### config.mk
export PLATFORM = sky130hd
export DESIGN_NAME = pdiv_calc
export DESIGN_NICKNAME = d
export VERILOG_FILES = /design/src/rtl/pdiv_pkg.sv /design/src/rtl/pdiv_udiv.sv /design/src/rtl/pdiv_round.sv /design/src/rtl/pdiv_seq.sv /design/src/rtl/pdiv_calc.sv
export SDC_FILE = /design/constraint.sdc
export NUM_CORES = 1
export LEC_CHECK = 0
export CORE_MARGIN = 4
export CORE_UTILIZATION = 30
export CTS_CLUSTER_DIAMETER = 80
export CTS_CLUSTER_SIZE = 10
export DETAILED_ROUTE_END_ITERATION = 16
export HOLD_SLACK_MARGIN = 0.08
export RECOVER_POWER = 25
export SLEW_MARGIN = 30
export SYNTH_ARGS = -nofsm -noshare
export SYNTH_HDL_FRONTEND = slang
export SYNTH_HIERARCHICAL = 1
export SYNTH_SLANG_ARGS = --single-unit
### constraint.sdc
create_clock -name clk -period 7.5 [get_ports clk]
set_clock_uncertainty 0.15 [all_clocks]
set_input_delay 2.25 -clock clk [delete_from_list [all_inputs] [get_ports clk]]
set_output_delay 2.25 -clock clk [all_outputs]
set_load 0.01 [all_outputs]
### src/rtl/pdiv_pkg.sv
package pdiv_pkg;

   // Sequencer phases of one request
   typedef enum logic [1:0] {
      PD_IDLE = 2'd0,   // waiting for start
      PD_QUOT = 2'd1,   // first division: VCO / target
      PD_ACH  = 2'd2    // second division: VCO / final divider
   } pd_state_e;

endpackage

### src/rtl/pdiv_udiv.sv
// Iterative restoring unsigned divider, UNROLL quotient bits per clock.
module pdiv_udiv #(
   parameter int W      = 32,
   parameter int UNROLL = 1
) (
   input  logic         clk,
   input  logic         rst_n,
   input  logic         go_i,
   input  logic [W-1:0] dividend_i,
   input  logic [W-1:0] divisor_i,
   output logic         done_o,
   output logic [W-1:0] quo_o,
   output logic [W-1:0] rem_o
);
   localparam int STEPS = W / UNROLL;
   localparam int CW    = $clog2(STEPS + 1);

   generate
      if (UNROLL < 1 || (W % UNROLL) != 0) begin : g_bad_unroll
         $error("pdiv_udiv: UNROLL must divide W");
      end
   endgenerate

   logic [W-1:0]  quo_q, rem_q, dsr_q;
   logic [CW-1:0] cnt_q;
   logic          run_q;

   logic [W-1:0] quo_s [0:UNROLL];
   logic [W-1:0] rem_s [0:UNROLL];

   assign quo_s[0] = quo_q;
   assign rem_s[0] = rem_q;

   // One restoring step per stage; the chain length picks bits per cycle
   generate
      for (genvar i = 0; i < UNROLL; i++) begin : g_step
         logic [W:0] trial;
         logic [W:0] diff;
         logic       fits;
         assign trial        = {rem_s[i], quo_s[i][W-1]};
         assign diff         = trial - {1'b0, dsr_q};
         assign fits         = trial >= {1'b0, dsr_q};
         assign rem_s[i+1]   = fits ? diff[W-1:0] : trial[W-1:0];
         assign quo_s[i+1]   = {quo_s[i][W-2:0], fits};
      end
   endgenerate

   always_ff @(posedge clk) begin
      if (!rst_n) begin
         quo_q  <= '0;
         rem_q  <= '0;
         dsr_q  <= '0;
         cnt_q  <= '0;
         run_q  <= 1'b0;
         done_o <= 1'b0;
      end else begin
         done_o <= 1'b0;
         if (go_i) begin
            quo_q <= dividend_i;
            rem_q <= '0;
            dsr_q <= divisor_i;
            cnt_q <= CW'(STEPS);
            run_q <= 1'b1;
         end else if (run_q) begin
            quo_q <= quo_s[UNROLL];
            rem_q <= rem_s[UNROLL];
            cnt_q <= cnt_q - 1'b1;
            if (cnt_q == CW'(1)) begin
               run_q  <= 1'b0;
               done_o <= 1'b1;
            end
         end
      end
   end

   assign quo_o = quo_q;
   assign rem_o = rem_q;

endmodule

### src/rtl/pdiv_round.sv
// Turns the first quotient/remainder into the final divider.
// floor(V/q) > T  <=>  V >= q*(T+1)  <=>  rem >= q   (V = q*T + rem)
module pdiv_round #(
   parameter int W          = 32,
   parameter int DW         = 7,
   parameter int EVEN_ABOVE = 5,
   parameter bit FORCE_EVEN = 1'b1
) (
   input  logic [W-1:0]  quo_i,
   input  logic [W-1:0]  rem_i,
   output logic [DW-1:0] div_o,
   output logic          range_err_o
);
   localparam logic [W:0] LIMIT   = (W+1)'(1) << DW;
   localparam logic [W:0] EVEN_TH = (W+1)'(EVEN_ABOVE);

   logic [W:0] base;
   logic [W:0] adj;

   assign base = {1'b0, quo_i} + {{W{1'b0}}, (rem_i >= quo_i)};

   generate
      if (FORCE_EVEN) begin : g_even
         assign adj = (base > EVEN_TH && base[0]) ? base + (W+1)'(1) : base;
      end else begin : g_plain
         assign adj = base;
      end
   endgenerate

   assign range_err_o = adj >= LIMIT;
   assign div_o       = adj[DW-1:0];

endmodule

### src/rtl/pdiv_seq.sv
// Request sequencer: input screening, divider launches, result registers.
module pdiv_seq
   import pdiv_pkg::*;
#(
   parameter int W  = 32,
   parameter int DW = 7
) (
   input  logic          clk,
   input  logic          rst_n,
   input  logic          start_i,
   input  logic [W-1:0]  vco_i,
   input  logic [W-1:0]  tgt_i,
   input  logic          udiv_done_i,
   input  logic [W-1:0]  udiv_quo_i,
   input  logic [DW-1:0] rnd_div_i,
   input  logic          rnd_err_i,
   output logic          go_o,
   output logic [W-1:0]  dvd_o,
   output logic [W-1:0]  dsr_o,
   output logic          done_o,
   output logic          ok_o,
   output logic          err_o,
   output logic [DW-1:0] div_o,
   output logic [W-1:0]  freq_o
);
   pd_state_e     state_q;
   logic [W-1:0]  vco_q;
   logic [DW-1:0] div_q;
   logic          in_bad;
   logic          idle;

   assign idle   = (state_q == PD_IDLE);
   assign in_bad = (tgt_i == '0) || (vco_i < tgt_i);
   assign go_o   = (idle && start_i && !in_bad) ||
                   (state_q == PD_QUOT && udiv_done_i && !rnd_err_i);
   assign dvd_o  = idle ? vco_i : vco_q;
   assign dsr_o  = idle ? tgt_i : {{(W-DW){1'b0}}, rnd_div_i};

   always_ff @(posedge clk) begin
      if (!rst_n) begin
         state_q <= PD_IDLE;
         vco_q   <= '0;
         div_q   <= '0;
         done_o  <= 1'b0;
         ok_o    <= 1'b0;
         err_o   <= 1'b0;
         div_o   <= '0;
         freq_o  <= '0;
      end else begin
         done_o <= 1'b0;
         unique case (state_q)
            PD_IDLE: begin
               if (start_i) begin
                  vco_q <= vco_i;
                  if (in_bad) begin
                     done_o <= 1'b1;
                     ok_o   <= 1'b0;
                     err_o  <= 1'b1;
                     div_o  <= '0;
                     freq_o <= '0;
                  end else begin
                     state_q <= PD_QUOT;
                  end
               end
            end
            PD_QUOT: begin
               if (udiv_done_i) begin
                  if (rnd_err_i) begin
                     done_o  <= 1'b1;
                     ok_o    <= 1'b0;
                     err_o   <= 1'b1;
                     div_o   <= '0;
                     freq_o  <= '0;
                     state_q <= PD_IDLE;
                  end else begin
                     div_q   <= rnd_div_i;
                     state_q <= PD_ACH;
                  end
               end
            end
            PD_ACH: begin
               if (udiv_done_i) begin
                  done_o  <= 1'b1;
                  ok_o    <= 1'b1;
                  err_o   <= 1'b0;
                  div_o   <= div_q;
                  freq_o  <= udiv_quo_i;
                  state_q <= PD_IDLE;
               end
            end
            default: state_q <= PD_IDLE;
         endcase
      end
   end

endmodule

### src/rtl/pdiv_calc.sv
module pdiv_calc #(
   parameter int W          = 32,
   parameter int DW         = 7,
   parameter int EVEN_ABOVE = 5,
   parameter bit FORCE_EVEN = 1'b1,
   parameter int UNROLL     = 1
) (
   input  logic          clk,
   input  logic          rst_n,
   input  logic          start_i,
   input  logic [W-1:0]  vco_i,
   input  logic [W-1:0]  target_i,
   output logic          done_o,
   output logic          ok_o,
   output logic          err_o,
   output logic [DW-1:0] div_o,
   output logic [W-1:0]  freq_o
);
   generate
      if (DW < 2 || DW >= W) begin : g_bad_dw
         $error("pdiv_calc: DW must be in 2..W-1");
      end
      if (EVEN_ABOVE < 0 || EVEN_ABOVE >= (1 << DW)) begin : g_bad_even
         $error("pdiv_calc: EVEN_ABOVE outside divider range");
      end
   endgenerate

   logic          go;
   logic [W-1:0]  dvd, dsr, quo, rem;
   logic          udiv_done;
   logic [DW-1:0] rnd_div;
   logic          rnd_err;

   pdiv_udiv #(.W(W), .UNROLL(UNROLL)) u_udiv (
      .clk        (clk),
      .rst_n      (rst_n),
      .go_i       (go),
      .dividend_i (dvd),
      .divisor_i  (dsr),
      .done_o     (udiv_done),
      .quo_o      (quo),
      .rem_o      (rem)
   );

   pdiv_round #(
      .W(W), .DW(DW), .EVEN_ABOVE(EVEN_ABOVE), .FORCE_EVEN(FORCE_EVEN)
   ) u_round (
      .quo_i       (quo),
      .rem_i       (rem),
      .div_o       (rnd_div),
      .range_err_o (rnd_err)
   );

   pdiv_seq #(.W(W), .DW(DW)) u_seq (
      .clk         (clk),
      .rst_n       (rst_n),
      .start_i     (start_i),
      .vco_i       (vco_i),
      .tgt_i       (target_i),
      .udiv_done_i (udiv_done),
      .udiv_quo_i  (quo),
      .rnd_div_i   (rnd_div),
      .rnd_err_i   (rnd_err),
      .go_o        (go),
      .dvd_o       (dvd),
      .dsr_o       (dsr),
      .done_o      (done_o),
      .ok_o        (ok_o),
      .err_o       (err_o),
      .div_o       (div_o),
      .freq_o      (freq_o)
   );

endmodule

; ---- After elaboration in Yosys (flattened, before gate mapping)
; Index checks and enable logic that the tools add are counted.
[totals]
out_inout_bits = 42
register_bits = 187
input_bits = 67
elab_cells = 103
[classes]
eq_ne = 9
mux = 48
addsub = 4
n_lt_le_gt_ge = 5
n_bitwise = 3
reduce_logical = 19
[op_table]
columns = op, count
row1 = 2-to-1 mux 32 bit, 10
row2 = one-hot mux 32 bit (3 select lines), 1
row3 = 2-to-1 mux 7 bit, 5
row4 = adder 32 x 1 -> 33 bit, 1
row5 = "adder 33 x 1 -> 33 bit, second input constant", 1
row6 = greater-or-equal comparator 33 x 32 -> 1 bit, 1
row7 = "greater-or-equal comparator 33 x 8 -> 1 bit, second input constant", 1
row8 = "greater-than comparator 33 x 3 -> 1 bit, second input constant", 1
row9 = 2-to-1 mux 33 bit, 1
row10 = greater-or-equal comparator 32 bit, 1
row11 = zero test 32 bit, 1
row12 = less-than comparator 32 bit, 1
row13 = subtractor 32 bit, 1
row14 = one-hot mux 7 bit (3 select lines), 1
row15 = 2-to-1 mux 1 bit, 19
row16 = 2-to-1 mux 6 bit, 2
row17 = 2-to-1 mux 2 bit, 5
row18 = one-hot mux 1 bit (3 select lines), 3
row19 = "inequality test 2 bit, second input constant", 4
row20 = "equality test 6 x 1 -> 1 bit, second input constant", 1
row21 = one-hot mux 2 bit (3 select lines), 1
row22 = AND reduction 6 bit, 1
row23 = "subtractor 6 x 1 -> 6 bit, second input constant", 1
row24 = logical AND 1 bit, 5
row25 = 14 further kinds, 19

; ---- Logic depth before layout (Yosys ltp)
[depth]
ltp_word = 10
mapped_depth = 36
depth_no_buf = 32

; ---- Modules after synthesis
; The synthesis kept the hierarchy.
[modules_own_cells]
columns = mod, instances, cells_per_inst, seq_area_each_um2, area_per_inst_um2
row1 = pdiv_udiv, 1, 782, 2082.0, 6404.9
row2 = pdiv_seq, 1, 570, 1661.6, 4750.8
row3 = pdiv_round, 1, 396, 0.0, 2793.9

; ---- Worst setup path before layout
; Ideal clock, no wire load.
[synth_timing]
path_kind = register -> register
start = register u_udiv.rem_q[0], in the netlist u_udiv/rem_o[0]
end = register u_udiv.quo_q[1], in the netlist u_udiv/quo_o[1]
slack_ps = 214
setup_time_ps = 115
t_required_ps = 7235
stages_incl_launch_ff = 36
arrival_ps = 7021
period_less_slack_ps = 7286
n_path_buf = 5
path_cell_list = dfxtp_1 > buf_4 > inv_1 > ha_1 > nand2b_1 > a21o_1 > a21o_1 > a21o_1 > a21o_1 > a21o_1 > a21o_1 > a21oi_1 > o31a_1 > o21ai_0 > ha_1 > ha_1 > inv_1 > ha_1 > o21ba_2 > maj3_1 > o21ai_0 > o2111ai_1 > or4b_1 > a2111oi_4 > a21oi_2 > mux2_4 > nor4_2 > nand4_1 > nand3b_1 > clkbuf_1 > nand2_1 > clkbuf_1 > clkbuf_1 > clkbuf_1 > o21ai_0 > and2_1
[synth_via]
elab_chain_len = 10
elab_cells_between_ends = 12
classes_between = add/sub: 2 / order compare: 3 / mux: 2 / reduce/logical: 5
[synth_lines]
columns = element, line_no
row1 = start: declaration, pdiv_udiv.sv:24  ; logic [W-1:0] quo_q, rem_q, dsr_q;
row2 = start signal: assignment, pdiv_udiv.sv:66  ; rem_q <= rem_s[UNROLL];
row3 = greater-or-equal comparator 32 bit *, pdiv_round.sv:20  ; assign base = {1'b0, quo_i} + {{W{1'b0}}, (rem_i >= quo_i)};
row4 = adder 32 x 1 -> 33 bit *, pdiv_round.sv:20
row5 = greater-than comparator 33 x 3 -> 1 bit, pdiv_round.sv:24  ; assign adj = (base > EVEN_TH && base[0]) ? base + (W+1)'(1) : base;
row6 = logical AND 1 bit, pdiv_round.sv:24
row7 = 2-to-1 mux 33 bit *, pdiv_round.sv:24
row8 = greater-or-equal comparator 33 x 8 -> 1 bit *, pdiv_round.sv:30  ; assign range_err_o = adj >= LIMIT;
row9 = net rnd_err, pdiv_calc.sv:32  ; logic rnd_err;
row10 = zero test 1 bit *, pdiv_seq.sv:35  ; (state_q == PD_QUOT && udiv_done_i && !rnd_err_i);
row11 = logical AND 1 bit *, pdiv_seq.sv:35
row12 = logical OR 1 bit *, pdiv_seq.sv:34  ; assign go_o = (idle && start_i && !in_bad) ||
row13 = net go, pdiv_calc.sv:28  ; logic go;
row14 = 2-to-1 mux 32 bit or nonzero test 2 bit (tied branches), -
row15 = end signal: assignment, pdiv_udiv.sv:59  ; quo_q <= dividend_i;
row16 = end signal: assignment, pdiv_udiv.sv:65  ; quo_q <= quo_s[UNROLL];
row17 = end: declaration, pdiv_udiv.sv:24
; Mark *: on every way through the listed nets, which the timed path passes. The rest lies on a longest branch.
; A chain may end at the register's enable or synchronous reset.

; ---- Worst setup path in the final report
[layout_timing]
start = register u_udiv.rem_q[0], in the netlist u_udiv/rem_o[0]
end = register u_udiv.quo_q[25], in the netlist u_udiv/quo_o[25]
; The elaborated chain is that of the path after synthesis.

==> impl_metrics.tcl <==
set metrics [dict create \
    pre_cts_slack_ps 307 \
    finalSetupViolCount 0 \
    drive_gt1_share_pct 11.3 \
    drt-vias-per-instance 5.40 \
    cp-endpoint "u_udiv/quo_o[25]" \
    fin_tns_setup_ps 0 \
    cts_made_buffers 17 \
    synth_area_mm2 0.0139 \
    grt_setup_unrepaired "no" \
    worst_slack_ps 364 \
    worstPathRequired_ps 7740 \
    cap_violations 1 \
    root_buffer "clkbuf_16" \
    synth_edf_count 0 \
    endpoint_kind "flop" \
    drt_drc_violations_left 0 \
    overflow 0 \
    finalNonFillerCells 2420 \
    ys_types 79 \
    rr_worst_depth 34 \
    place_congestion 0.919 \
    final.period_utilization_pct 95.1 \
    crit_path_start "u_udiv/rem_o[0]" \
    initial_core_util_pct 30.5 \
    ios 109 \
    drtAntennaViolNets 0 \
    drtPass1Iterations 6 \
    cts.clk_slew.worst_paths_ps 70 \
    n_antenna_cell 0 \
    reg2reg_to "u_udiv/quo_o[25]" \
    via_count 13061 \
    synth_top_cell_area_share_pct 26.8 \
    leakage_nw 6.45 \
    routed_wl_um 46900 \
    htree_levels 4 \
    cp.arrival_ps 7380 \
    cp_slowest_cell "or4b_4" \
    ys_top_cells_by_area "dfxtp_1, ha_1, mux2i_1, nand2_1, nand3_1" \
    fmaxAchievable_ghz 0.140 \
    async_flop_share_pct 0 \
    max_stage_delay_ps 530 \
    hpwl_um 36300 \
    synth-seq-cells 187 \
    avgRoutedWirePerCell_um 19.4 \
    synthSimpleGateAreaFrac_pct 22.9 \
    crit_top_cell "a21o_1" \
    cts_tree "done" \
    die_w_um 224 \
    syn2layout_area_growth_pct 17.1 \
    insertion_delay_ps 460 \
    grtUsageTotal_pct 18.1 \
    grt_max_degree 98 \
    synth_nets 1917 \
    ys.flop_type "dfxtp_1" \
    tightest_slew_ps 1570 \
    maxSlewHeadroom_pct -4.43 \
    grt_pass1_wl_um 72500 \
    synth_top_family_by_area "simple AND/OR/NAND/NOR gates" \
    ys_seq_area_share_pct 26.8 \
    cts_max_path_buffers 2 \
    outcome "finished, violations left" \
    hold_buffers 0 \
    antenna_found_initial 0 \
    startpoint_type "flop" \
    power.density_mw_per_mm2 207 \
    violations "max-capacitance violations, max-slew violations" \
    muxShareOfSynthArea_pct 9.67 \
    synth.most_common_cell "dfxtp_1" \
    die_area_mm2 0.0500 \
    fin_crit_ps 7140 \
    core_area_mm2 0.0457 \
    r2r-start "u_udiv/rem_o[0]" \
    grt_pass1_vias 12603 \
    synth_compound_area_share_pct 18.4 \
    min_path_type "reg -> reg" \
    die_h_um 224 \
    cts.sinks 187 \
    io_buffers 108 \
    synthXorXnorAreaFrac_pct 4.71 \
    synth_common_cells "dfxtp_1, nand2_1, nand3_1, inv_1, ha_1" \
    final_nets 1977 \
    syn_inst 1748 \
    regToRegSetupSlack_ps 360 \
    drt_iter0_markers 1398 \
    synth_warnings 6 \
    rows 78 \
    slew_violations 34 \
    hold_viol 0 \
    worstSetupPathType "reg -> reg" \
    irDropWorstVdd_v 0.000185 \
    placed_cells 2387 \
    synth_largest_area_cell "dfxtp_1" \
    synth_adder_area_share_pct 9.35 \
    worstPathMaxFanout 19 \
    postLayoutCoreUtil_pct 35.8 \
    postSynthAreaPerCell_um2 7.98 \
]
## stage by stage
| stage | power, W | area (µm²) | hold slack (ps) |
|---|---|---|---|
| 6_report | 0.00338 | 16300 | 312 |
| 5_1_grt | 0.00355 | 16300 | 331 |
| 4_1_cts | 0.00335 | 16200 | 314 |
| 3_5_place_dp | 0.00246 | 15700 | 302 |
| 3_3_place_gp | 0.00243 | 15600 | 298 |
| 2_1_floorplan | 0.00209 | 13900 | 287 |
## layer usage
layer	up-vias	track usage, %	part of all wire, %
met1	6226	25.5	47
met4	0	6.04	2.8
met3	69	2.88	6.2
li1	6284	-	-
met2	482	28.2	44
met5	-	0	0
## logic make-up (layout without fill, tap and decap cells)
logic type / count (synthesis) / in the layout
and+or+nand+nor: 616 / 616
AOI/OAI and AO/OA: 389 / 389
buffers and inverters: 248 / 320
DFF: 187 / 187
muxes: 129 / 129
adders and majority gates: 104 / 104
xor gates and xnor gates: 75 / 75
## worst min-delay path by stage
stage | from | endpoint | slack (ps) | cells past startpoint
final | u_seq/div_q[0] | u_seq/div_o[0] | 310 | 2
after global placement | u_seq/vco_q[21] | u_seq/vco_q[21] | 300 | 2
after floorplan | u_seq/div_q[0] | u_seq/div_o[0] | 290 | 2
after global routing | u_seq/vco_q[18] | u_seq/vco_q[18] | 330 | 2
after CTS | u_seq/div_q[0] | u_seq/div_o[0] | 310 | 2
after detailed placement | u_seq/div_q[0] | u_seq/div_o[0] | 300 | 2
## area by class of cell
cell class | count | area [µm²]
well taps | 600 | 751
multi-input cells | 1313 | 9150
inverters | 115 | 432
fillers | 4814 | 29300
flip-flops and latches | 187 | 3750
clock inverters | 12 | 116
clock buffers | 19 | 443
repair buffers | 174 | 1690
## placed cells by master (no fill, tap or decap), types with 8 or more instances in the layout
cell / synthesis / routed
o21ai_2: 30 / 30
nor2_1: 70 / 69
nand3_1: 118 / 118
xor2_1: 13 / 13
and3_1: 10 / 10
a21o_1: 31 / 31
o21ai_0: 92 / 92
nor2b_1: 46 / 45
dlygate4sd3_1: 0 / 26
mux2_2: 42 / 42
a21boi_0: 36 / 36
clkdlybuf4s50_1: 0 / 81
ha_1: 101 / 101
nand4_1: 34 / 34
nor4_1: 16 / 15
xnor2_1: 62 / 62
a31oi_1: 8 / 8
o31ai_1: 9 / 9
a21oi_1: 91 / 91
dfxtp_1: 187 / 186
nand2_1: 173 / 171
buf_4: 37 / 56
o21ai_1: 12 / 12
and2_1: 40 / 39
a211oi_1: 14 / 12
nor3_1: 51 / 51
inv_1: 115 / 115
clkbuf_16: 0 / 18
nand2b_1: 17 / 16
o211ai_1: 8 / 8
mux2i_1: 86 / 86
## worst max-delay path, delay by kind of cell (launching register included)
kind | cells | cell delay, ps
multiplexers | 1 | 340
flip-flops | 1 | 350
AO/OA/AOI/OAI | 15 | 2410
AND/OR/NAND/NOR | 8 | 1820
adder cells (fa/ha/maj) | 5 | 1300
buffers and inverters | 5 | 690
## state kept, by name, summed over array words and instances, names as in the netlist
signal	flops
u_seq/done_o	1
u_seq/ok_o	1
u_udiv/dsr_q	32
u_seq/state_q	2
u_seq/vco_q	32
u_seq/err_o	1
u_udiv/quo_o	32
u_udiv/cnt_q	6
u_seq/div_o	7
u_udiv/done_o	1
u_seq/freq_o	32
u_seq/div_q	7
u_udiv/rem_o	32
u_udiv/run_q	1
## power breakdown
part | total, W | internal, W | switching (W)
Combinational | 0.00138 | 0.000562 | 0.000813
Clock | 0.000896 | 0.000468 | 0.000428
Sequential | 0.00111 | 0.00105 | 0.0000617
Total | 0.00338 | 0.00208 | 0.00130
## what timing repair did
item,in CTS,in global routing
buffers inserted,0,1
resized for setup,0,14
endpoints found under the setup margin,0,132
(Power assumes the default switching activity.)
